**src/rtl/bsc_pkg.sv**
```systemverilog
package bsc_pkg;
    localparam int NUM_SEL = 4;

    function automatic logic [NUM_SEL-1:0] sel_decode(input logic [1:0] idx);
        logic [NUM_SEL-1:0] v;
        v = '0;
        v[idx] = 1'b1;
        return v;
    endfunction
endpackage

```
**src/rtl/bsc_sync.sv**
```systemverilog
module bsc_sync #(
    parameter int WIDTH  = 1,
    parameter int STAGES = 2
) (
    input  logic             clk,
    input  logic             rst_n,
    input  logic [WIDTH-1:0] d,
    output logic [WIDTH-1:0] q
);
    logic [WIDTH-1:0] chain_q [STAGES];
    logic [WIDTH-1:0] chain_d [STAGES];

    generate
        for (genvar i = 0; i < STAGES; i++) begin : g_stage
            if (i == 0) begin : g_first
                assign chain_d[i] = d;
            end else begin : g_next
                assign chain_d[i] = chain_q[i-1];
            end
            always_ff @(posedge clk or negedge rst_n) begin
                if (!rst_n) chain_q[i] <= '0;
                else        chain_q[i] <= chain_d[i];
            end
        end
    endgenerate

    assign q = chain_q[STAGES-1];
endmodule

```
**src/rtl/bsc_settle.sv**
```systemverilog
module bsc_settle #(
    parameter int SETTLE_CYC = 15
) (
    input  logic clk,
    input  logic rst_n,
    input  logic run,
    output logic done
);
    localparam int CW = $clog2(SETTLE_CYC + 1);
    localparam logic [CW-1:0] LIMIT = CW'(SETTLE_CYC);

    logic [CW-1:0] cnt_d, cnt_q;
    logic          done_d, done_q;

    always_comb begin
        if (!run)                cnt_d = '0;
        else if (cnt_q == LIMIT) cnt_d = cnt_q;
        else                     cnt_d = cnt_q + 1'b1;
        done_d = run && (cnt_d == LIMIT);
    end

    always_ff @(posedge clk or negedge rst_n) begin
        if (!rst_n) begin
            cnt_q  <= '0;
            done_q <= 1'b0;
        end else begin
            cnt_q  <= cnt_d;
            done_q <= done_d;
        end
    end

    assign done = done_q;
endmodule

```
**src/rtl/bus_slave_ctrl.sv**
```systemverilog
module bus_slave_ctrl #(
    parameter int SETTLE_CYC  = 15,
    parameter int SYNC_STAGES = 2
) (
    input  logic       clk,
    input  logic       rst_n,
    input  logic       bus_sync,
    input  logic       bus_din,
    input  logic       bus_dout,
    input  logic       bus_byte,
    input  logic       bus_match,
    input  logic [2:0] bus_addr,
    input  logic       vec_req,
    output logic [3:0] reg_sel,
    output logic       rd_dir,
    output logic       wr_lo,
    output logic       wr_hi,
    output logic       reply
);
    import bsc_pkg::*;

    localparam int IN_W = 9;

    typedef struct packed {
        logic               sync_prev;
        logic               active;
        logic [2:0]         addr;
        logic [NUM_SEL-1:0] sel;
        logic               rd;
        logic               lo;
        logic               hi;
        logic               vec;
    } ctl_t;

    logic [IN_W-1:0] raw_in, sync_in;
    logic [2:0]      s_addr;
    logic            s_sync, s_din, s_dout, s_byte, s_match, s_vec;
    logic            strobe_ok;
    logic            settle_done;
    ctl_t            ctl_d, ctl_q;

    assign raw_in = {vec_req, bus_match, bus_byte, bus_dout, bus_din, bus_sync, bus_addr};

    bsc_sync #(.WIDTH(IN_W), .STAGES(SYNC_STAGES)) u_sync (
        .clk   (clk),
        .rst_n (rst_n),
        .d     (raw_in),
        .q     (sync_in)
    );

    assign s_addr  = sync_in[2:0];
    assign s_sync  = sync_in[3];
    assign s_din   = sync_in[4];
    assign s_dout  = sync_in[5];
    assign s_byte  = sync_in[6];
    assign s_match = sync_in[7];
    assign s_vec   = sync_in[8];

    // exactly one data strobe inside a matched cycle
    assign strobe_ok = s_sync && ctl_q.active && (s_din != s_dout);

    always_comb begin
        ctl_d           = ctl_q;
        ctl_d.sync_prev = s_sync;
        ctl_d.vec       = s_vec;
        if (!s_sync) begin
            ctl_d.active = 1'b0;
            ctl_d.sel    = '0;
        end else if (!ctl_q.sync_prev) begin
            ctl_d.active = s_match;
            ctl_d.addr   = s_addr;
            ctl_d.sel    = s_match ? sel_decode(s_addr[2:1]) : '0;
        end
        ctl_d.rd = strobe_ok && s_din;
        ctl_d.lo = strobe_ok && s_dout && (!s_byte || !ctl_q.addr[0]);
        ctl_d.hi = strobe_ok && s_dout && (!s_byte ||  ctl_q.addr[0]);
    end

    always_ff @(posedge clk or negedge rst_n) begin
        if (!rst_n) ctl_q <= '0;
        else        ctl_q <= ctl_d;
    end

    bsc_settle #(.SETTLE_CYC(SETTLE_CYC)) u_settle (
        .clk   (clk),
        .rst_n (rst_n),
        .run   (strobe_ok),
        .done  (settle_done)
    );

    assign reg_sel = ctl_q.sel;
    assign rd_dir  = ctl_q.rd;
    assign wr_lo   = ctl_q.lo;
    assign wr_hi   = ctl_q.hi;
    assign reply   = settle_done || ctl_q.vec;
endmodule

```
**config.mk**
```make
export PLATFORM = sky130hd
export DESIGN_NAME = bus_slave_ctrl
export DESIGN_NICKNAME = d
export VERILOG_FILES = /design/src/rtl/bsc_pkg.sv /design/src/rtl/bsc_sync.sv /design/src/rtl/bsc_settle.sv /design/src/rtl/bus_slave_ctrl.sv
export SDC_FILE = /design/constraint.sdc
export NUM_CORES = 1
export LEC_CHECK = 0
export ABC_CLOCK_PERIOD_IN_PS = 2900
export CAP_MARGIN = 30
export CORE_MARGIN = 2
export CORE_UTILIZATION = 54
export CTS_CLUSTER_DIAMETER = 80
export CTS_CLUSTER_SIZE = 25
export DETAILED_ROUTE_END_ITERATION = 8
export PLACE_DENSITY = 0.8
export SLEW_MARGIN = 30
export SYNTH_ARGS = -nofsm -noshare
export SYNTH_HDL_FRONTEND = slang
export SYNTH_SLANG_ARGS = --single-unit
```
**constraint.sdc**
```tcl
create_clock -name clk -period 2.9 [get_ports clk]
set_input_delay 0.58 -clock clk [delete_from_list [all_inputs] [get_ports clk]]
set_output_delay 0.58 -clock clk [all_outputs]
set_load 0.005 [all_outputs]
```
---- After elaboration in Yosys (flattened, before gate mapping) ----
Cells that the tools add are included.
word-level totals
  input bits .............................. 11
  register bits ........................... 36
  logic and storage cells ................. 42
  output and inout port bits .............. 8
operators by class
  reductions and logical operators ........ 14
  order comparisons ....................... 2
  eq/ne operators ......................... 4
  bitwise logic cells ..................... 1
  multiplexer cells ....................... 8
  add/subtract/negate cells ............... 1
operators with widths
  cell                                                                    count
  4-bit 2-to-1 mux                                                        4
  4-bit == test (second input constant)                                   2
  1-bit logical AND                                                       8
  8-bit 2-to-1 mux                                                        1
  4-bit by 1-bit adder with 4-bit output (second input constant)          1
  1-bit logical OR                                                        3
  2-bit by 3-bit < comparator with 1-bit output (second input constant)   1
  1-bit demux with 2-bit select                                           1
  2-bit by 1-bit >= comparator with 1-bit output (second input constant)  1
  1-bit logical NOT                                                       2
  1-bit 2-to-1 mux                                                        2
  2-bit inequality test (second input constant)                           1
  2-bit AND reduction                                                     1
  1-bit inequality test                                                   1
  1-bit NOT                                                               1

---- Logic depth before layout (Yosys ltp) ----
  depth in word-level cells ............... 7
  depth in mapped cells ................... 4
  depth with buffers taken out ............ 4

---- By module ----
From an unflattened synthesis, not the netlist that was laid out.
second synthesis, totals
  cells, all modules ...................... 81
  area, all modules ....................... 1187.4 um^2
by module, submodules not included
  module          area an instance (um^2)  cells each  seq. area each (um^2)  instances
  bus_slave_ctrl  491.7                    41          275.3                  1
  bsc_sync        450.4                    18          450.4                  1
  bsc_settle      245.2                    22          125.1                  1

---- Least setup slack after synthesis ----
OpenSTA, ideal clock, no wires.
  path kind ............................... flip-flop to flip-flop
  start ................................... register u_settle.cnt_q[0]
  end ..................................... register u_settle.done_q (netlist: u_settle.done)
  cell stages (with the launch flop) ...... 5
  library setup time ...................... 0.087 ns
  data arrival time ....................... 1.128 ns
  path buffers ............................ 0
  setup slack ............................. 1.685 ns
  cell sequence ........................... dfrtp_1 > ha_1 > xnor2_1 > a21oi_1 > a211oi_2
between the ends
  word-level cells in the longest chain between the ends .. 5
  elaborated cells between the ends (all ways) .. 6
  classes of those cells .................. add/sub (1); eq/ne (2); mux (2); reduce/logical (1)
ends and longest elaborated chain
  element                                                                         RTL line                            RTL
  from (decl)                                                                     bsc_settle.sv:12                    logic [CW-1:0] cnt_d, cnt_q;
  from (signal assigned)                                                          bsc_settle.sv:27                    cnt_q <= cnt_d;
  4-bit by 1-bit adder with 4-bit output / 4-bit == test (equally long branches)  bsc_settle.sv:18, bsc_settle.sv:17
  4-bit 2-to-1 mux *                                                              bsc_settle.sv:17                    else if (cnt_q == LIMIT) cnt_d = cnt_q;
  4-bit 2-to-1 mux *                                                              bsc_settle.sv:16                    if (!run) cnt_d = '0;
  4-bit == test *                                                                 bsc_settle.sv:19                    done_d = run && (cnt_d == LIMIT);
  1-bit logical AND *                                                             bsc_settle.sv:19
  net u_settle.done_d                                                             bsc_settle.sv:13                    logic done_d, done_q;
  to (signal assigned)                                                            bsc_settle.sv:28                    done_q <= done_d;
  to (decl)                                                                       bsc_settle.sv:13
Mark *: on every way through the listed nets, which the timed path passes. The rest lies on a longest branch.
A chain may end at the register's enable or synchronous reset.

---- Worst setup path in the final report ----
  start ................................... register ctl_q[0] in the netlist's numbering
  end ..................................... output port reply
between the ends
  word-level cells in the longest chain between the ends .. 1
ends and longest elaborated chain
  element                 RTL line              RTL
  from (decl)             bus_slave_ctrl.sv:40  ctl_t ctl_d, ctl_q;
  from (signal assigned)  bus_slave_ctrl.sv:81  else ctl_q <= ctl_d;
  1-bit logical OR        bus_slave_ctrl.sv:95  assign reply = settle_done || ctl_q.vec;
  to (decl)               bus_slave_ctrl.sv:18  output logic reply
Every way passes these cells.

==> run_results.csv <==
group,metric,value,unit
detailed_routing,dr_wl_met2,774,um
clock_network,clk_latency,0.32,ns
placed_design,place.port_buffers,18,
grt,grt_max_degree,35,
detailed_routing,wl_met3,93,um
synth,ys_seq_area_share,71.6,%
detailed_routing,vias_per_cell,4.89,
synth,synth_nets,97,
grt,overflow,0,
hold_path,min_from,"u_sync.chain_d[4]$_DFF_PN0_",
clock_network,cts_setup_buffers,0,
clock_network,ctsResizeCount,0,
clock_network,cts_hold_buf,0,
detailed_routing,finalWirelength,1.55,mm
layout,diodes,0,
die,io_pins,19,
worst_setup_path,crit_arrival,1.38,ns
sta,max-slew-margin-rel,73.6,%
worst_setup_path,path_max_fanout,1,
die,coreArea,2020,um2
flow_run,cap_violations,0,
pwr,vdd_ir_drop_max,0.354,mV
clock_network,clock_sinks,34,
sta,fin_setup_tns,0,ns
pwr,total_power,0.770,mW
grt,grt_pass1_vias,648,
clock_network,numCtsBuffers,5,
sta,period_minus_slack,1.96,ns
grt,grt_use_total,15.1,%
hold_path,hold_path_depth,0,
synth,synth.ff_latch_count,34,
synth,synth_area_per_cell,14.0,um2
pwr,clock_power_share,28.9,%
sta,rsz0062_at_grt,"false",
worst_setup_path,cp-start-kind,"flip-flop",
worst_setup_path,required,2.32,ns
worst_setup_path,rr_startpoint,"u_settle.cnt_q[0]$_DFF_PN0_",
worst_setup_path,crit_start,"ctl_q[0]$_DFF_PN0_",
grt,antenna_found_initial,0,
clock_network,cts_root_buf,"clkbuf_4",
sta,timing.final.crit_share,67.7,%
placed_design,dp.cells,125,
layout,fillers,131,
pwr,power.internal,0.604,mW
die,fp.dieH,50.9,um
sta,final-hold-violation-count,0,
sta,max_freq,0.509,GHz
synth,synth_area,1190,um2
detailed_routing,antenna_left,0,
synth,ys_warn_count,0,
synth,synth_area_leaders,"dfrtp_1 72%, nor2b_1 3.7%, buf_4 2.5%",
synth,postSynthCellCount,85,
outcome,outcome,"finished, final reports clean",
detailed_routing,wl_met1,683,um
layout,instances_no_fill,132,
layout,final_cell_mix,"34 x dfrtp_1, 18 x clkdlybuf4s50_1, 7 x nor2b_1",
detailed_routing,drc_errors,0,
die,start_util,58.8,%
layout,areaGrowthSynthToFinish,19.3,%
die,rows,16,
grt,grt_pass1_wl,2.77,mm
synth,ys_types,24,
clock_network,path_clk_slew,0.09,ns
synth,yosysTopAreaCell,"dfrtp_1",
worst_setup_path,rrSetupSlack,1.54,ns
worst_setup_path,r2r_cells,4,
placed_design,gp_congestion,0.714,
worst_setup_path,crit_type,"flip-flop to primary output",
detailed_routing,first_pass_iters,4,
detailed_routing,top_layer_used,"met3",
detailed_routing,dr_total_vias,645,
detailed_routing,drt_iter0_markers,9,
layout,final_common_cell,"dfrtp_1",
clock_network,htreeDepth,2,
layout,drive_above_1_share,14.3,%
pwr,switchingPower,0.166,mW
die,die_w,50.9,um
detailed_routing,routedWlPerCell,11.8,um
synth,synth_top_area_share,71.6,%
clock_network,clockBufferDepth,2,
sta,setup_viol_count_final,0,
clock_network,cts_tree,"built",
sta,worstMarginPinSlew,0.396,ns
pwr,power_per_cell_area,543,nW/um2
pwr,leakage,0.621,nW
pwr,swShare,21.5,%
pwr,pwr-share-seq,65.5,%
pwr,combPwrFrac,5.6,%
sta,drv_slew,0,
worst_setup_path,crit_path_end_kind,"primary output",
sta,fin_worst_skew,0.00812,ns
layout,fin_nets,117,
die,dieArea,2590,um2
hold_path,hp-class,"flip-flop to flip-flop",
placed_design,hpwl,1.13,mm
final timing paths:
| path | end |
|---|---|
| worst max register to register | u_settle.done$_DFF_PN0_ |
| worst min register to register | u_sync.q[4]$_DFF_PN0_ |
| min in group asynchronous | reg_sel[1]$_DFFE_PN0P_ |
| max in group asynchronous | u_sync.q[8]$_DFF_PN0_ |
| worst max-delay path | reply |
| worst min-delay path | u_sync.q[4]$_DFF_PN0_ |
layout make-up:
cell class	instances	area, um2	share of cell area, %
Clock buffer	5	37.5	2.65
Tap cell	27	33.8	2.38
Timing Repair Buffer	19	188	13.2
Inverter	3	11.3	0.794
Multi-Input combinational cell	42	287	20.2
Sequential cell	34	851	60.0
Clock inverter	2	10.0	0.706
per-layer routing:
layer	track usage (%)	vias up
li1	-	329
met1	18.3	293
met2	22.9	23
met3	7.89	0
met4	5.41	0
met5	0	-
cells by family after synthesis:
family,count (synthesis),share of synthesized area (%)
mux,1,0.842
fa+ha+maj,1,1.05
simple gates,24,11.8
flops,34,71.6
xor+xnor,3,2.21
compound gates,13,8.21
buf+inv,9,4.32
power by group through the flow:
| stage | logic [mW] | clock network, mW | registers (mW) |
|---|---|---|---|
| final | 0.0432 | 0.222 | 0.504 |
| after global routing | 0.0488 | 0.261 | 0.507 |
| after CTS | 0.0445 | 0.234 | 0.505 |
| after detailed placement | 0.0443 | 0 | 0.514 |
| after global placement | 0.0426 | 0 | 0.513 |
| after floorplan | 0.0177 | 0 | 0.510 |
sequential cells by signal (all words and copies together), names as in the netlist:
register	flops
u_sync.chain_d	9
u_sync.q	9
ctl_q	4
reg_sel	4
u_settle.cnt_q	4
rd_dir	1
u_settle.done	1
wr_hi	1
wr_lo	1
metrics by stage:
step / utilization (%) / hold slack, ns / instance area (um2) / worst slack (ns)
floorplan: - / 0.284 / 1190 / 1.68
global placement: 67.8 / 0.333 / 1370 / 1.27
detailed placement: 67.8 / 0.335 / 1370 / 1.27
CTS: 70.1 / 0.357 / 1420 / 0.918
global route: 70.1 / 0.366 / 1420 / 0.855
finish: 70.1 / 0.355 / 1420 / 0.936
critical path, stage by stage (launching register included):
cell             delay [ns]
dfrtp_1                0.36
or2_2                  0.28
clkdlybuf4s50_1        0.44
cell usage after synthesis (all sizes together):
master / number
a211oi: 2
a21oi: 5
a22oi: 2
a31o: 1
a31oi: 1
a32oi: 2
buf: 6
dfrtp: 34
ha: 1
inv: 3
mux2i: 1
nand2: 2
nand3: 4
nand4: 2
nor2: 6
nor2b: 7
nor3: 1
nor3b: 1
or2: 1
xnor2: 2
xor2: 1
No activity file was read; power rests on OpenSTA's default activity.
